## src/rtl/bsdir_pkg.sv

```systemverilog
package bsdir_pkg;

    localparam int ADDR_W_DEF   = 16;
    localparam int DATA_W_DEF   = 8;
    localparam int DEPTH_DEF    = 8;
    localparam int WIN_LO_DEF   = 'h0400;
    localparam int WIN_HI_DEF   = 'h1000;
    localparam logic [7:0] MARK_OPEN_DEF  = 8'hB2;
    localparam logic [7:0] MARK_CTRL_DEF  = 8'h00;
    localparam logic [7:0] MARK_CLOSE_DEF = 8'h4D;

    typedef enum logic [2:0] {
        S_IDLE,
        S_PRE_REQ,
        S_PRE_CHK,
        S_CTRL_REQ,
        S_CTRL_CHK,
        S_POST_REQ,
        S_POST_CHK,
        S_DONE
    } scan_state_e;

endpackage

```

## src/rtl/bsdir_match.sv

```systemverilog
module bsdir_match #(
    parameter int              DW         = 8,
    parameter logic [DW-1:0]   MARK_OPEN  = 8'hB2,
    parameter logic [DW-1:0]   MARK_CTRL  = 8'h00,
    parameter logic [DW-1:0]   MARK_CLOSE = 8'h4D
) (
    input  logic [DW-1:0] rdata,
    output logic          hit_open,
    output logic          hit_ctrl,
    output logic          hit_close
);

    always_comb begin
        hit_open  = (rdata == MARK_OPEN);
        hit_ctrl  = (rdata == MARK_CTRL);
        hit_close = (rdata == MARK_CLOSE);
    end

endmodule

```

## src/rtl/bsdir_fsm.sv

```systemverilog
module bsdir_fsm
    import bsdir_pkg::*;
#(
    parameter int AW     = 16,
    parameter int WIN_LO = 'h0400,
    parameter int WIN_HI = 'h1000
) (
    input  logic          clk,
    input  logic          rst_n,
    input  logic          start,
    input  logic          hit_open,
    input  logic          hit_ctrl,
    input  logic          hit_close,
    output logic          mem_rd,
    output logic [AW-1:0] mem_addr,
    output logic          busy,
    output logic          done,
    output logic          rec,
    output logic [AW-1:0] rec_addr
);

    localparam logic [AW:0] LO_W = WIN_LO[AW:0];
    localparam logic [AW:0] HI_W = WIN_HI[AW:0];

    scan_state_e   state, state_d;
    logic [AW-1:0] addr, addr_d;
    logic [AW:0]   step1, step2;
    logic          end1, end2;

    always_comb begin
        step1 = {1'b0, addr} + (AW+1)'(1);
        step2 = {1'b0, addr} + (AW+1)'(2);
        end1  = (step1 >= HI_W);
        end2  = (step2 >= HI_W);
    end

    // next-state and next-address logic
    always_comb begin
        state_d = state;
        addr_d  = addr;
        if (start) begin
            state_d = S_PRE_REQ;
            addr_d  = LO_W[AW-1:0];
        end else begin
            unique case (state)
                S_IDLE:     state_d = S_IDLE;
                S_DONE:     state_d = S_DONE;
                S_PRE_REQ:  state_d = S_PRE_CHK;
                S_CTRL_REQ: state_d = S_CTRL_CHK;
                S_POST_REQ: state_d = S_POST_CHK;
                S_PRE_CHK: begin
                    if (end1) begin
                        state_d = S_DONE;
                    end else begin
                        addr_d  = step1[AW-1:0];
                        state_d = hit_open ? S_CTRL_REQ : S_PRE_REQ;
                    end
                end
                S_CTRL_CHK: begin
                    if (end1) begin
                        state_d = S_DONE;
                    end else begin
                        addr_d  = step1[AW-1:0];
                        state_d = hit_ctrl ? S_POST_REQ : S_CTRL_REQ;
                    end
                end
                S_POST_CHK: begin
                    if (end1) begin
                        state_d = S_DONE;
                    end else if (hit_close) begin
                        if (end2) begin
                            state_d = S_DONE;
                        end else begin
                            addr_d  = step2[AW-1:0];
                            state_d = S_PRE_REQ;
                        end
                    end else begin
                        addr_d  = step1[AW-1:0];
                        state_d = S_POST_REQ;
                    end
                end
                default: state_d = S_IDLE;
            endcase
        end
    end

    // state register
    always_ff @(posedge clk or negedge rst_n) begin
        if (!rst_n) begin
            state <= S_IDLE;
            addr  <= LO_W[AW-1:0];
        end else begin
            state <= state_d;
            addr  <= addr_d;
        end
    end

    // outputs
    always_comb begin
        mem_rd   = (state == S_PRE_REQ) || (state == S_CTRL_REQ) || (state == S_POST_REQ);
        mem_addr = addr;
        busy     = (state != S_IDLE) && (state != S_DONE);
        done     = (state == S_DONE);
        rec      = (state == S_PRE_CHK) && !start && !end1 && hit_open;
        rec_addr = step1[AW-1:0];
    end

    AST_RD_IN_WINDOW: assert property (@(posedge clk) disable iff (!rst_n)
        mem_rd |-> ({1'b0, mem_addr} >= LO_W) && ({1'b0, mem_addr} < HI_W));

    AST_CHK_AFTER_REQ: assert property (@(posedge clk) disable iff (!rst_n)
        ((state == S_PRE_CHK) || (state == S_CTRL_CHK) || (state == S_POST_CHK)) |-> $past(mem_rd));

    AST_ADDR_ASCENDS: assert property (@(posedge clk) disable iff (!rst_n)
        (busy && !start) |=> (mem_addr >= $past(mem_addr)));

    AST_DONE_STICKY: assert property (@(posedge clk) disable iff (!rst_n)
        (done && !start) |=> done);

    AST_START_FIRST_READ: assert property (@(posedge clk) disable iff (!rst_n)
        start |=> (mem_rd && (mem_addr == LO_W[AW-1:0])));

endmodule

```

## src/rtl/bsdir_table.sv

```systemverilog
module bsdir_table #(
    parameter int AW    = 16,
    parameter int DEPTH = 8,
    localparam int SW   = (DEPTH > 1) ? $clog2(DEPTH) : 1,
    localparam int CW   = $clog2(DEPTH + 1)
) (
    input  logic          clk,
    input  logic          rst_n,
    input  logic          clr,
    input  logic          rec,
    input  logic [AW-1:0] rec_addr,
    input  logic [SW-1:0] sel,
    output logic [AW-1:0] rd_ptr,
    output logic [CW-1:0] count,
    output logic          overflow
);

    localparam logic [CW-1:0] FULL_C = CW'(DEPTH);

    logic [AW-1:0] ent [DEPTH];
    logic          full;

    assign full = (count == FULL_C);

    for (genvar g = 0; g < DEPTH; g++) begin : g_ent
        always_ff @(posedge clk or negedge rst_n) begin
            if (!rst_n) begin
                ent[g] <= '0;
            end else if (clr) begin
                ent[g] <= '0;
            end else if (rec && !full && (count == CW'(g))) begin
                ent[g] <= rec_addr;
            end
        end
    end

    always_ff @(posedge clk or negedge rst_n) begin
        if (!rst_n) begin
            count    <= '0;
            overflow <= 1'b0;
        end else if (clr) begin
            count    <= '0;
            overflow <= 1'b0;
        end else if (rec) begin
            if (full) overflow <= 1'b1;
            else      count    <= count + CW'(1);
        end
    end

    always_comb begin
        rd_ptr = '0;
        if ({1'b0, sel} < {1'b0, count}) rd_ptr = ent[sel];
    end

    AST_COUNT_BOUND: assert property (@(posedge clk) disable iff (!rst_n)
        count <= FULL_C);

    AST_OVF_ONLY_FULL: assert property (@(posedge clk) disable iff (!rst_n)
        $rose(overflow) |-> (count == FULL_C));

    AST_CLEAR_ON_START: assert property (@(posedge clk) disable iff (!rst_n)
        clr |=> ((count == '0) && !overflow));

    AST_COUNT_STEP: assert property (@(posedge clk) disable iff (!rst_n)
        (rec && !clr && !full) |=> (count == $past(count) + CW'(1)));

endmodule

```

## src/rtl/bsdir_scan.sv

```systemverilog
module bsdir_scan
    import bsdir_pkg::*;
#(
    parameter int         AW         = ADDR_W_DEF,
    parameter int         DW         = DATA_W_DEF,
    parameter int         DEPTH      = DEPTH_DEF,
    parameter int         WIN_LO     = WIN_LO_DEF,
    parameter int         WIN_HI     = WIN_HI_DEF,
    parameter logic [7:0] MARK_OPEN  = MARK_OPEN_DEF,
    parameter logic [7:0] MARK_CTRL  = MARK_CTRL_DEF,
    parameter logic [7:0] MARK_CLOSE = MARK_CLOSE_DEF,
    localparam int        SW         = (DEPTH > 1) ? $clog2(DEPTH) : 1,
    localparam int        CW         = $clog2(DEPTH + 1)
) (
    input  logic          clk,
    input  logic          rst_n,
    input  logic          start,
    output logic          mem_rd,
    output logic [AW-1:0] mem_addr,
    input  logic [DW-1:0] mem_rdata,
    output logic          busy,
    output logic          done,
    output logic [CW-1:0] count,
    output logic          overflow,
    input  logic [SW-1:0] tbl_sel,
    output logic [AW-1:0] tbl_ptr
);

    logic          hit_open, hit_ctrl, hit_close;
    logic          rec;
    logic [AW-1:0] rec_addr;

    bsdir_match #(
        .DW(DW),
        .MARK_OPEN(DW'(MARK_OPEN)),
        .MARK_CTRL(DW'(MARK_CTRL)),
        .MARK_CLOSE(DW'(MARK_CLOSE))
    ) u_match (
        .rdata(mem_rdata),
        .hit_open(hit_open),
        .hit_ctrl(hit_ctrl),
        .hit_close(hit_close)
    );

    bsdir_fsm #(
        .AW(AW),
        .WIN_LO(WIN_LO),
        .WIN_HI(WIN_HI)
    ) u_fsm (
        .clk(clk),
        .rst_n(rst_n),
        .start(start),
        .hit_open(hit_open),
        .hit_ctrl(hit_ctrl),
        .hit_close(hit_close),
        .mem_rd(mem_rd),
        .mem_addr(mem_addr),
        .busy(busy),
        .done(done),
        .rec(rec),
        .rec_addr(rec_addr)
    );

    bsdir_table #(
        .AW(AW),
        .DEPTH(DEPTH)
    ) u_table (
        .clk(clk),
        .rst_n(rst_n),
        .clr(start),
        .rec(rec),
        .rec_addr(rec_addr),
        .sel(tbl_sel),
        .rd_ptr(tbl_ptr),
        .count(count),
        .overflow(overflow)
    );

endmodule

```

## config.mk

```make
export PLATFORM = sky130hd
export DESIGN_NAME = bsdir_scan
export DESIGN_NICKNAME = d
export VERILOG_FILES = /design/src/rtl/bsdir_pkg.sv /design/src/rtl/bsdir_match.sv /design/src/rtl/bsdir_fsm.sv /design/src/rtl/bsdir_table.sv /design/src/rtl/bsdir_scan.sv
export SDC_FILE = /design/constraint.sdc
export NUM_CORES = 1
export LEC_CHECK = 0
export BUFFER_PORTS_ARGS = -buffer_cell sky130_fd_sc_hd__buf_2
export CORE_ASPECT_RATIO = 2
export CORE_UTILIZATION = 65
export DETAILED_ROUTE_END_ITERATION = 8
export PLACE_DENSITY = 0.85
export RECOVER_POWER = 100
export SLEW_MARGIN = 20
export SYNTH_ARGS = -nofsm -noshare
export SYNTH_HDL_FRONTEND = slang
export SYNTH_SLANG_ARGS = --single-unit
```

## constraint.sdc

```tcl
create_clock -name clk -period 5.6 [get_ports clk]
set_input_delay 0 -clock clk [delete_from_list [all_inputs] [get_ports clk]]
set_output_delay 0 -clock clk [all_outputs]
set_load 0.02 [all_outputs]
```

### After elaboration in Yosys (flattened, before gate mapping)

Cells that the tools add are included.

| operators by class | value |
|---|---|
| eq/ne operators | 22 |
| $add $sub $neg | 3 |
| reductions and logical operators | 37 |
| order comparisons | 4 |
| bitwise logic cells | 1 |
| mux-type cells | 41 |

Operator list:

| operator | count |
|---|---|
| 2-to-1 mux 16 bit | 24 |
| binary-select mux 16 bit (select 3 bit) | 1 |
| greater-or-equal comparator 17 x 13 -> 1 bit, second input constant | 2 |
| case mux 16 bit (2 select lines) | 1 |
| case mux 3 bit (8 select lines) | 1 |
| 2-to-1 mux 3 bit | 7 |
| nonzero test 2 bit | 10 |
| adder 16 x 1 -> 17 bit, second input constant | 1 |
| adder 16 x 2 -> 17 bit, second input constant | 1 |
| equality test 4 x 3 -> 1 bit, second input constant | 4 |
| logical AND 1 bit | 13 |
| equality test 3 bit, second input constant | 4 |
| 2-to-1 mux 4 bit | 3 |
| != test 3 bit, second input constant | 3 |
| equality test 4 x 2 -> 1 bit, second input constant | 2 |
| equality test 8 x 7 -> 1 bit, second input constant | 1 |
| equality test 8 bit, second input constant | 1 |
| zero test 8 bit | 1 |
| equality test 3 x 2 -> 1 bit, second input constant | 2 |
| nonzero test 3 bit | 2 |
| adder 4 x 1 -> 4 bit, second input constant | 1 |
| equality test 4 x 1 -> 1 bit, second input constant | 1 |
| equality test 4 bit, second input constant | 1 |
| greater-or-equal comparator 4 bit, second input constant | 1 |
| 14 further kinds | 20 |

| storage, ports and cells | value |
|---|---|
| output and inout bits | 40 |
| logic and storage cells | 120 |
| bits in registers | 152 |
| bits of input ports | 14 |

### Logic depth before layout (Yosys ltp)

Gate-level depths: netlist of the first run.

| logic depth | value |
|---|---|
| word-level depth | 9 |
| mapped depth | 10 |
| depth with buffers taken out | 7 |

### Hierarchy

Synthesis of the first run repeated with hierarchy kept, for this count alone.

| unflattened totals | value |
|---|---|
| cell total of the unflattened synthesis | 950 |
| area total of the unflattened synthesis | 8469.4 sq um |

Modules (own cells, without submodules):

| module | times used | area an instance (sq um) | cells each |
|---|---|---|---|
| bsdir_table | 1 | 6777.8 | 750 |
| bsdir_fsm | 1 | 1645.3 | 193 |
| bsdir_match | 1 | 46.3 | 7 |

### Worst setup path before layout of the first run

OpenSTA, ideal clock, no wires.

| timing path | value |
|---|---|
| kind | register to register |
| start | reg u_fsm.addr[3] (netlist: u_fsm.mem_addr[3]) |
| end | reg u_fsm.addr[2] (netlist: u_fsm.mem_addr[2]) |
| required time | 5.518 ns |
| setup time | 0.082 ns |
| clock period less this slack | 2.478 ns |
| cell stages (with the launch flop) | 9 |
| slack | 3.122 ns |
| arrival | 2.395 ns |
| cell sequence | dfrtp_1 -> buf_2 -> nand4_1 -> nor4_1 -> mux2i_1 -> buf_2 -> nand3_2 -> or4_1 -> a31oi_1 |

| between the ends | value |
|---|---|
| cells in the longest elaborated chain, start to end | 4 |
| elaborated cells between the ends (all ways) | 8 |
| classes of those cells | add/sub: 2; order compare: 2; eq/ne: 3; reduce/logical: 1 |

Ends and longest elaborated chain:

| what | line | source |
|---|---|---|
| from (decl) | bsdir_fsm.sv:26 | `logic [AW-1:0] addr, addr_d;` |
| from (signal assigned) | bsdir_fsm.sv:91 | `addr <= LO_W[AW-1:0];` |
| from (signal assigned) | bsdir_fsm.sv:94 | `addr <= addr_d;` |
| adder 16 x 2 -> 17 bit or adder 16 x 1 -> 17 bit (tied branches) | bsdir_fsm.sv:32, bsdir_fsm.sv:31 |  |
| greater-or-equal comparator 17 x 13 -> 1 bit (on tied branches) | bsdir_fsm.sv:34, bsdir_fsm.sv:33 |  |
| != test 4 bit (no line) or != test 3 bit (tied branches) | n/a |  |
| AND reduction 4 bit (no line) * | n/a |  |

Mark *: on every way between the ends. The rest lies on a longest branch, timed or not.
A chain may end at the register's enable or synchronous reset.

### Worst setup path in the final report of the first run

| timing path | value |
|---|---|
| start | reg u_fsm.addr[1] (netlist: u_fsm.mem_addr[1]) |
| end | reg u_table.ent[95] (netlist bit) |

| between the ends | value |
|---|---|
| cells in the longest elaborated chain, start to end | 8 |
| elaborated cells between the ends (all ways) | 10 |
| classes of those cells | add/sub: 1; order compare: 1; mux: 2; reduce/logical: 6 |

Ends and longest elaborated chain:

| what | line | source |
|---|---|---|
| adder 16 x 1 -> 17 bit * | bsdir_fsm.sv:31 | `step1 = {1'b0, addr} + (AW+1)'(1);` |
| greater-or-equal comparator 17 x 13 -> 1 bit | bsdir_fsm.sv:33 | `end1 = (step1 >= HI_W);` |
| zero test 1 bit | bsdir_fsm.sv:104 | `rec = (state == S_PRE_CHK) && !start && !end1 && hit_open;` |
| logical AND 1 bit (2 in a row) | bsdir_fsm.sv:104 |  |
| logical AND 1 bit (2 in a row) | bsdir_table.sv:31 | `end else if (rec && !full && (count == CW'(g))) begin` |
| nonzero test 2 bit (no line) | n/a |  |
| to (signal, indexed assignment) | bsdir_table.sv:32 | `ent[g] <= rec_addr;` |
| to (decl) | bsdir_table.sv:20 | `logic [AW-1:0] ent [DEPTH];` |

Mark *: on every way between the ends. The rest lies on a longest branch, timed or not. The select of a mux whose other input is x is not followed.

==> metrics, run 1 <==
run status complete, but fails checks; failing checks capacitance limit, slew limit; die area around 12000 um2; Worst Hold Launch start; GR Util All Layers 34.7%; htree depth 4; minimum clock period 4400 ps; vias per cell 6.74; Post-synth EDFFs 0; Core Util, Final 73.1%; Worst Path Buf+Inv 0; RSZ-0062 raised after global routing false; most frequent cells in the layout 151 x dfrtp_1, 76 x nand2_1, 70 x mux2i_1; proportion of synthesized chip area in sequential cells approximately half; CTS sink cnt about 150; slew margin rel. -133%; Critical R2R Launch u_fsm.mem_addr[1]; # IOs 54; DP Wirelength 12500 um; RePlAce Congestion roughly 0.94; Critical Path Max Stage Delay 990 ps; clk_skew 7.50 ps; Fin Setup TNS 0 ps; MaxCap Viol Count 1; Iteration-0 DRC Markers roughly 600; largest net degree at the start of global routing 129; FF+latch count, synth 152; Hold WC Path Type primary input to flop; root buffer cell clkbuf_16; Final Cycle Share 78.6%; n_diodes 0; Setup crit end kind flop; Startpoint Class flop; vias in the first global route 6215; WS Path Type flop to flop; core footprint about 12000 um2; CP arrival 4710 ps; die height 157 um; Bufs on Longest Clock Path 2; TritonCTS clock tree built; clock transition at the registers of the reported paths 70 ps; WL per Instance ~22 um; CP max stage cell nand3_1; cell count after synthesis 714; via count 6045; clock latency on the worst-skew pair 430 ps; pins over their slew limit a little under 70; die width just under 80 um; fillcell total between 800 and 900; synthesized area per cell between 10 and 15 um2; first-pass GRT wire length between 30000 and 40000 um; final layout net count about 760; fmax 0.227 GHz; final setup fails 0; crit-path max FO 16; Routed WL 19700 um; drc violations 0; Std-Cell Rows 56; Routed Antenna Nets 0; syn nets 738; Cell Chain, Critical Path ha_1 -> nand2_1 -> nor4_1 -> mux2i_1 -> and3_1 -> nand3_1 -> and3_1; worst slew pin tran around 3500 ps; worst vdd rail ir drop 0.245 mV; leading cell type in the layout, fill and taps excluded dfrtp_1; Post-Syn Area 7810 um2; layout cells sized above 1 a little over an eighth; static leakage 0.00403 uW; Final Hold Vio Count 0; Critical Path Source u_fsm.mem_addr[1]; Main synth FF type dfrtp_1; cts repair resizes 0; ys async rst share 100%; Yosys Warn Count 0; # port buffers 53; # Post-CTS Setup Buffers 0; crit-path leading delay family simple AND/OR/NAND/NOR gates; area grow syn2layout 9.48%; Critical Path Most Common Cell and3_1; initial antenna violation count 0; DR pass1 iterations 5; Power Density 279 nW/um2; CTS buffer count 17; Initial Utilization 66.8%; Unique masters post-synth between 50 and 60; global route overflow 0; Worst EP required 5910 ps
==> kinds of logic (layout without fill, tap and decap cells) <==
group	after synthesis	in the layout	share of synthesized area [%]
AOI/OAI and AO/OA	91	91	7.09
DFF	152	152	48.7
muxes	106	106	18.8
xor gates and xnor gates	11	11	1.23
buffers and inverters	67	105	3.99
adders and majority gates	10	10	1.60
and+or+nand+nor	277	277	18.6
==> cells in the mapped netlist (all sizes together), types with 3 or more instances <==
master,instances,area share (%)
a21oi,16,1.1
dfrtp,151,48
or4,5,0.53
a211oi,3,0.29
nor3b,4,0.38
inv,12,0.58
mux4,32,9.2
nand2,76,3.7
xor2,4,0.45
nor2,39,1.9
buf,25,2.0
ha,10,1.6
nand2b,5,0.40
o21ai,46,2.9
nor2b,5,0.40
a21o,3,0.29
or2,10,0.80
clkbuf,30,1.4
mux2i,70,9.0
nor4,6,0.67
and2,7,0.56
nand4,14,1.1
o311ai,3,0.34
nor3,8,0.58
nand3,56,4.1
mux2,4,0.58
and3,36,2.9
xnor2,7,0.78
o41ai,3,0.34
==> final timing paths <==
| kind | end | slack (ps) | cells after the start |
|---|---|---|---|
| setup / recovery | u_table.ent[95] | 1200 | 7 |
| hold / removal | u_table.count[0] | 150 | 2 |
| setup reg to reg | u_table.ent[95] | 1200 | 7 |
| hold reg to reg | u_table.ent[76] | 490 | 1 |
| max in group asynchronous | u_table.ent[97] | 1600 | 3 |
| min in group asynchronous | u_table.ent[117] | 180 | 2 |
==> metal layers <==
| layer | track usage [%] | routed length (um) | part of all wire (%) |
|---|---|---|---|
| met1 | 38.8 | 6960 | 35 |
| met3 | 7.94 | 1120 | 5.7 |
| met4 | 18.3 | 893 | 4.5 |
| met2 | 60.3 | 10700 | 54 |
| met5 | 0 | 0 | 0 |
==> sequential cells by signal, summed over array words and instances (netlist names) <==
| name | cells |
|---|---|
| u_fsm.state | 3 |
| u_table.ent | 128 |
| u_table.count | 4 |
| u_fsm.mem_addr | 16 |
| u_table.overflow | 1 |
==> report_power, final <==
| group | switching [uW] | internal (uW) | total [uW] | leakage [uW] |
|---|---|---|---|---|
| Sequential | 9.25 | 1100 | 1110 | 0.00212 |
| Clock | 496 | 667 | 1160 | 0.000280 |
| Combinational | 85.5 | 31.4 | 117 | 0.00163 |
==> area by class of cell <==
class | instances | area, um2 | share of cell area (%)
tap | 145 | 181 | 2.12
sequential | 152 | 3800 | 44.5
multi-input combinational | 495 | 3650 | 42.7
clock buffer | 17 | 425 | 4.97
inverter | 12 | 46.3 | 0.541
clock inverter | 15 | 170 | 1.99
timing repair buffer | 61 | 272 | 3.17
==> what timing repair did <==
| action | in CTS | in global routing |
|---|---|---|
| hold buffers | 1 | 0 |
| endpoints found under the setup margin | 0 | 0 |
| endpoints found under the hold margin | 83 | 0 |
==> stage by stage <==
| stage | hold WS [ps] | total power [uW] | cell area [um2] | std cells | setup slack, ps |
|---|---|---|---|---|---|
| 4_1_cts | 123 | 2400 | 8660 | 897 | 1720 |
| 3_5_place_dp | 98.6 | 1250 | 8050 | 864 | 1730 |
| 2_1_floorplan | -296 | 1200 | 7810 | 714 | 3120 |
| 6_report | 151 | 2390 | 8550 | 897 | 1200 |
| 3_3_place_gp | 81.5 | 1240 | 8050 | 864 | 1920 |
| 5_1_grt | 184 | 2450 | 8550 | 897 | 844 |
Note: power is estimated with default switching activity, not from simulation.
==> run 2, diff against run 1 <==
- CORE_UTILIZATION: 65 -> 55
- PLACE_DENSITY: 0.85 -> 0.77
- clock period: 5.6 -> 3.8 ns (I/O delays scaled with it)
==> metrics, run 2 (synthesis results as in run 1) <==
Reg area between 3000 and 4000 um2; area grow syn2layout 10.9%; Switch Pwr 885 uW; Fin Setup TNS 0 ps; CP max stage cell dfrtp_1; Final Cycle Share between 80% and 90%; # Post-CTS Setup Buffers 0; Hold WC Path Type primary input to flop; RePlAce Congestion 0.943; n_diodes 0; CTS buffer count 17; GR Util All Layers 28.6%; clock latency on the worst-skew pair 430 ps; Flop pwr share 47.0%; initial antenna violation count 0; DR pass1 iterations 5; final setup fails 0; root buffer cell clkbuf_16; minimum clock period ~3300 ps; Routed WL 19400 um; pins over their slew limit 113; multi-input logic area 3690 um2; Biggest register u_table.ent; worst vdd rail ir drop 0.331 mV; Routed Antenna Nets 0; static leakage 0.00406 uW; placed inst area between 8000 and 9000 um2; Critical Path Max Stage Delay 530 ps; Final Hold Vio Count 0; # port buffers 53; Bufs on Longest Clock Path 2; Cell Chain, Critical Path ha_1 -> nand2_1 -> nor4_1 -> mux2i_1 -> buf_4 -> nand4_1 -> clkbuf_1 -> nand3_1 -> o21ai_0; failing checks capacitance limit, slew limit; # IOs 54; htree depth 4; drc violations 0; TritonCTS clock tree built; clock transition at the registers of the reported paths 70 ps; CP arrival 3530 ps; clock power share 48.0%; layout cells sized above 1 14.5%; fmax 0.306 GHz; via count 5890; run status complete, but fails checks; slew margin rel. -49.9%; Power Density 402 nW/um2; die width around 86 um; clk_skew 10.9 ps; design area 8660 um2; first-pass GRT wire length 31600 um; Std-Cell Rows 61; Net Sw Frac 25.4%; global route overflow 0; max reg flops approximately 130; Startpoint Class flop; RSZ-0062 raised after global routing false; share of total power in combinational logic 5.0%; MaxCap Viol Count 2; vias in the first global route 6068; Iteration-0 DRC Markers 497; Worst EP required 4070 ps; WS Path Type flop to flop; worst slew pin tran 2250 ps; WL per Instance between 20 and 25 um; crit-path max FO 16; die area about 15000 um2; PnR Total Power about 3500 uW; Setup crit end kind flop; core footprint 13900 um2; final layout net count between 700 and 800; die height 171 um; Initial Utilization 56.3%; fillcell total 1184; CTS sink cnt around 150; leading cell type in the layout, fill and taps excluded dfrtp_1; cts repair resizes 0; vias per cell around 6.2; DP Wirelength approximately 13000 um; largest net degree at the start of global routing 129; Cell Int Power 2600 uW; most frequent cells in the layout 151 x dfrtp_1, 76 x nand2_1, 70 x mux2i_1
[run 2: layout make-up]
type                            count  share of cell area, %
Clock inverter                     15                   1.82
Multi-Input combinational cell    495                   42.6
Clock buffer                       17                   4.91
Sequential cell                   152                   43.9
Tap cell                          189                   2.73
Inverter                           12                  0.534
Timing Repair Buffer               66                   3.44
[run 2: power groups by stage]
| stage | Combinational [uW] | Sequential, uW | Clock (uW) |
|---|---|---|---|
| 2_1_floorplan | 107 | 1660 | 0 |
| 3_3_place_gp | 172 | 1670 | 0 |
| 3_5_place_dp | 177 | 1670 | 0 |
| 4_1_cts | 178 | 1640 | 1690 |
| 5_1_grt | 194 | 1640 | 1750 |
| 6_report | 174 | 1640 | 1670 |
[run 2: worst max-delay path, delay by kind of cell, from the launching register on]
family / cells / cell delay [ps]
flops: 1 / 530
mux: 1 / 260
fa+ha+maj: 1 / 280
buf+inv: 2 / 710
compound gates: 1 / 120
simple gates: 4 / 1180
[run 2: final timing paths]
| path | from | to | slack (ps) | cells after the start |
|---|---|---|---|---|
| min reg2reg | u_table.ent[78] | u_table.ent[78] | 500 | 1 |
| max reg2reg | u_fsm.mem_addr[1] | u_table.ent[56] | 530 | 9 |
| max in group asynchronous | rst_n | u_table.ent[35] | 1130 | 3 |
| min | start | u_table.count[0] | 140 | 2 |
| min in group asynchronous | rst_n | u_table.ent[25] | 770 | 2 |
| max | u_fsm.mem_addr[1] | u_table.ent[56] | 530 | 9 |
[run 2: layer usage]
layer | track usage [%] | routed length, um | share of wire [%]
met5 | 0 | 0 | 0
met4 | 13.3 | 604 | 3.1
met2 | 49.3 | 10500 | 54
met3 | 5.55 | 692 | 3.6
met1 | 34.1 | 7580 | 39
[run 2: per-stage QoR]
| step | hold slack, ps | std cells | setup WS, ps | util [%] |
|---|---|---|---|---|
| 2_1_floorplan | -296 | 714 | 1320 | - |
| 3_3_place_gp | 106 | 913 | 859 | 58.6 |
| 3_5_place_dp | 125 | 913 | 796 | 58.6 |
| 4_1_cts | 119 | 946 | 743 | 62.9 |
| 5_1_grt | 186 | 946 | 313 | 62.4 |
| 6_report | 143 | 946 | 532 | 62.4 |
[run 2: what timing repair did]
| item | in CTS | in global routing |
|---|---|---|
| hold endpoints to repair | 87 | 0 |
| endpoints found under the setup margin | 0 | 0 |
| hold buffers | 1 | 0 |
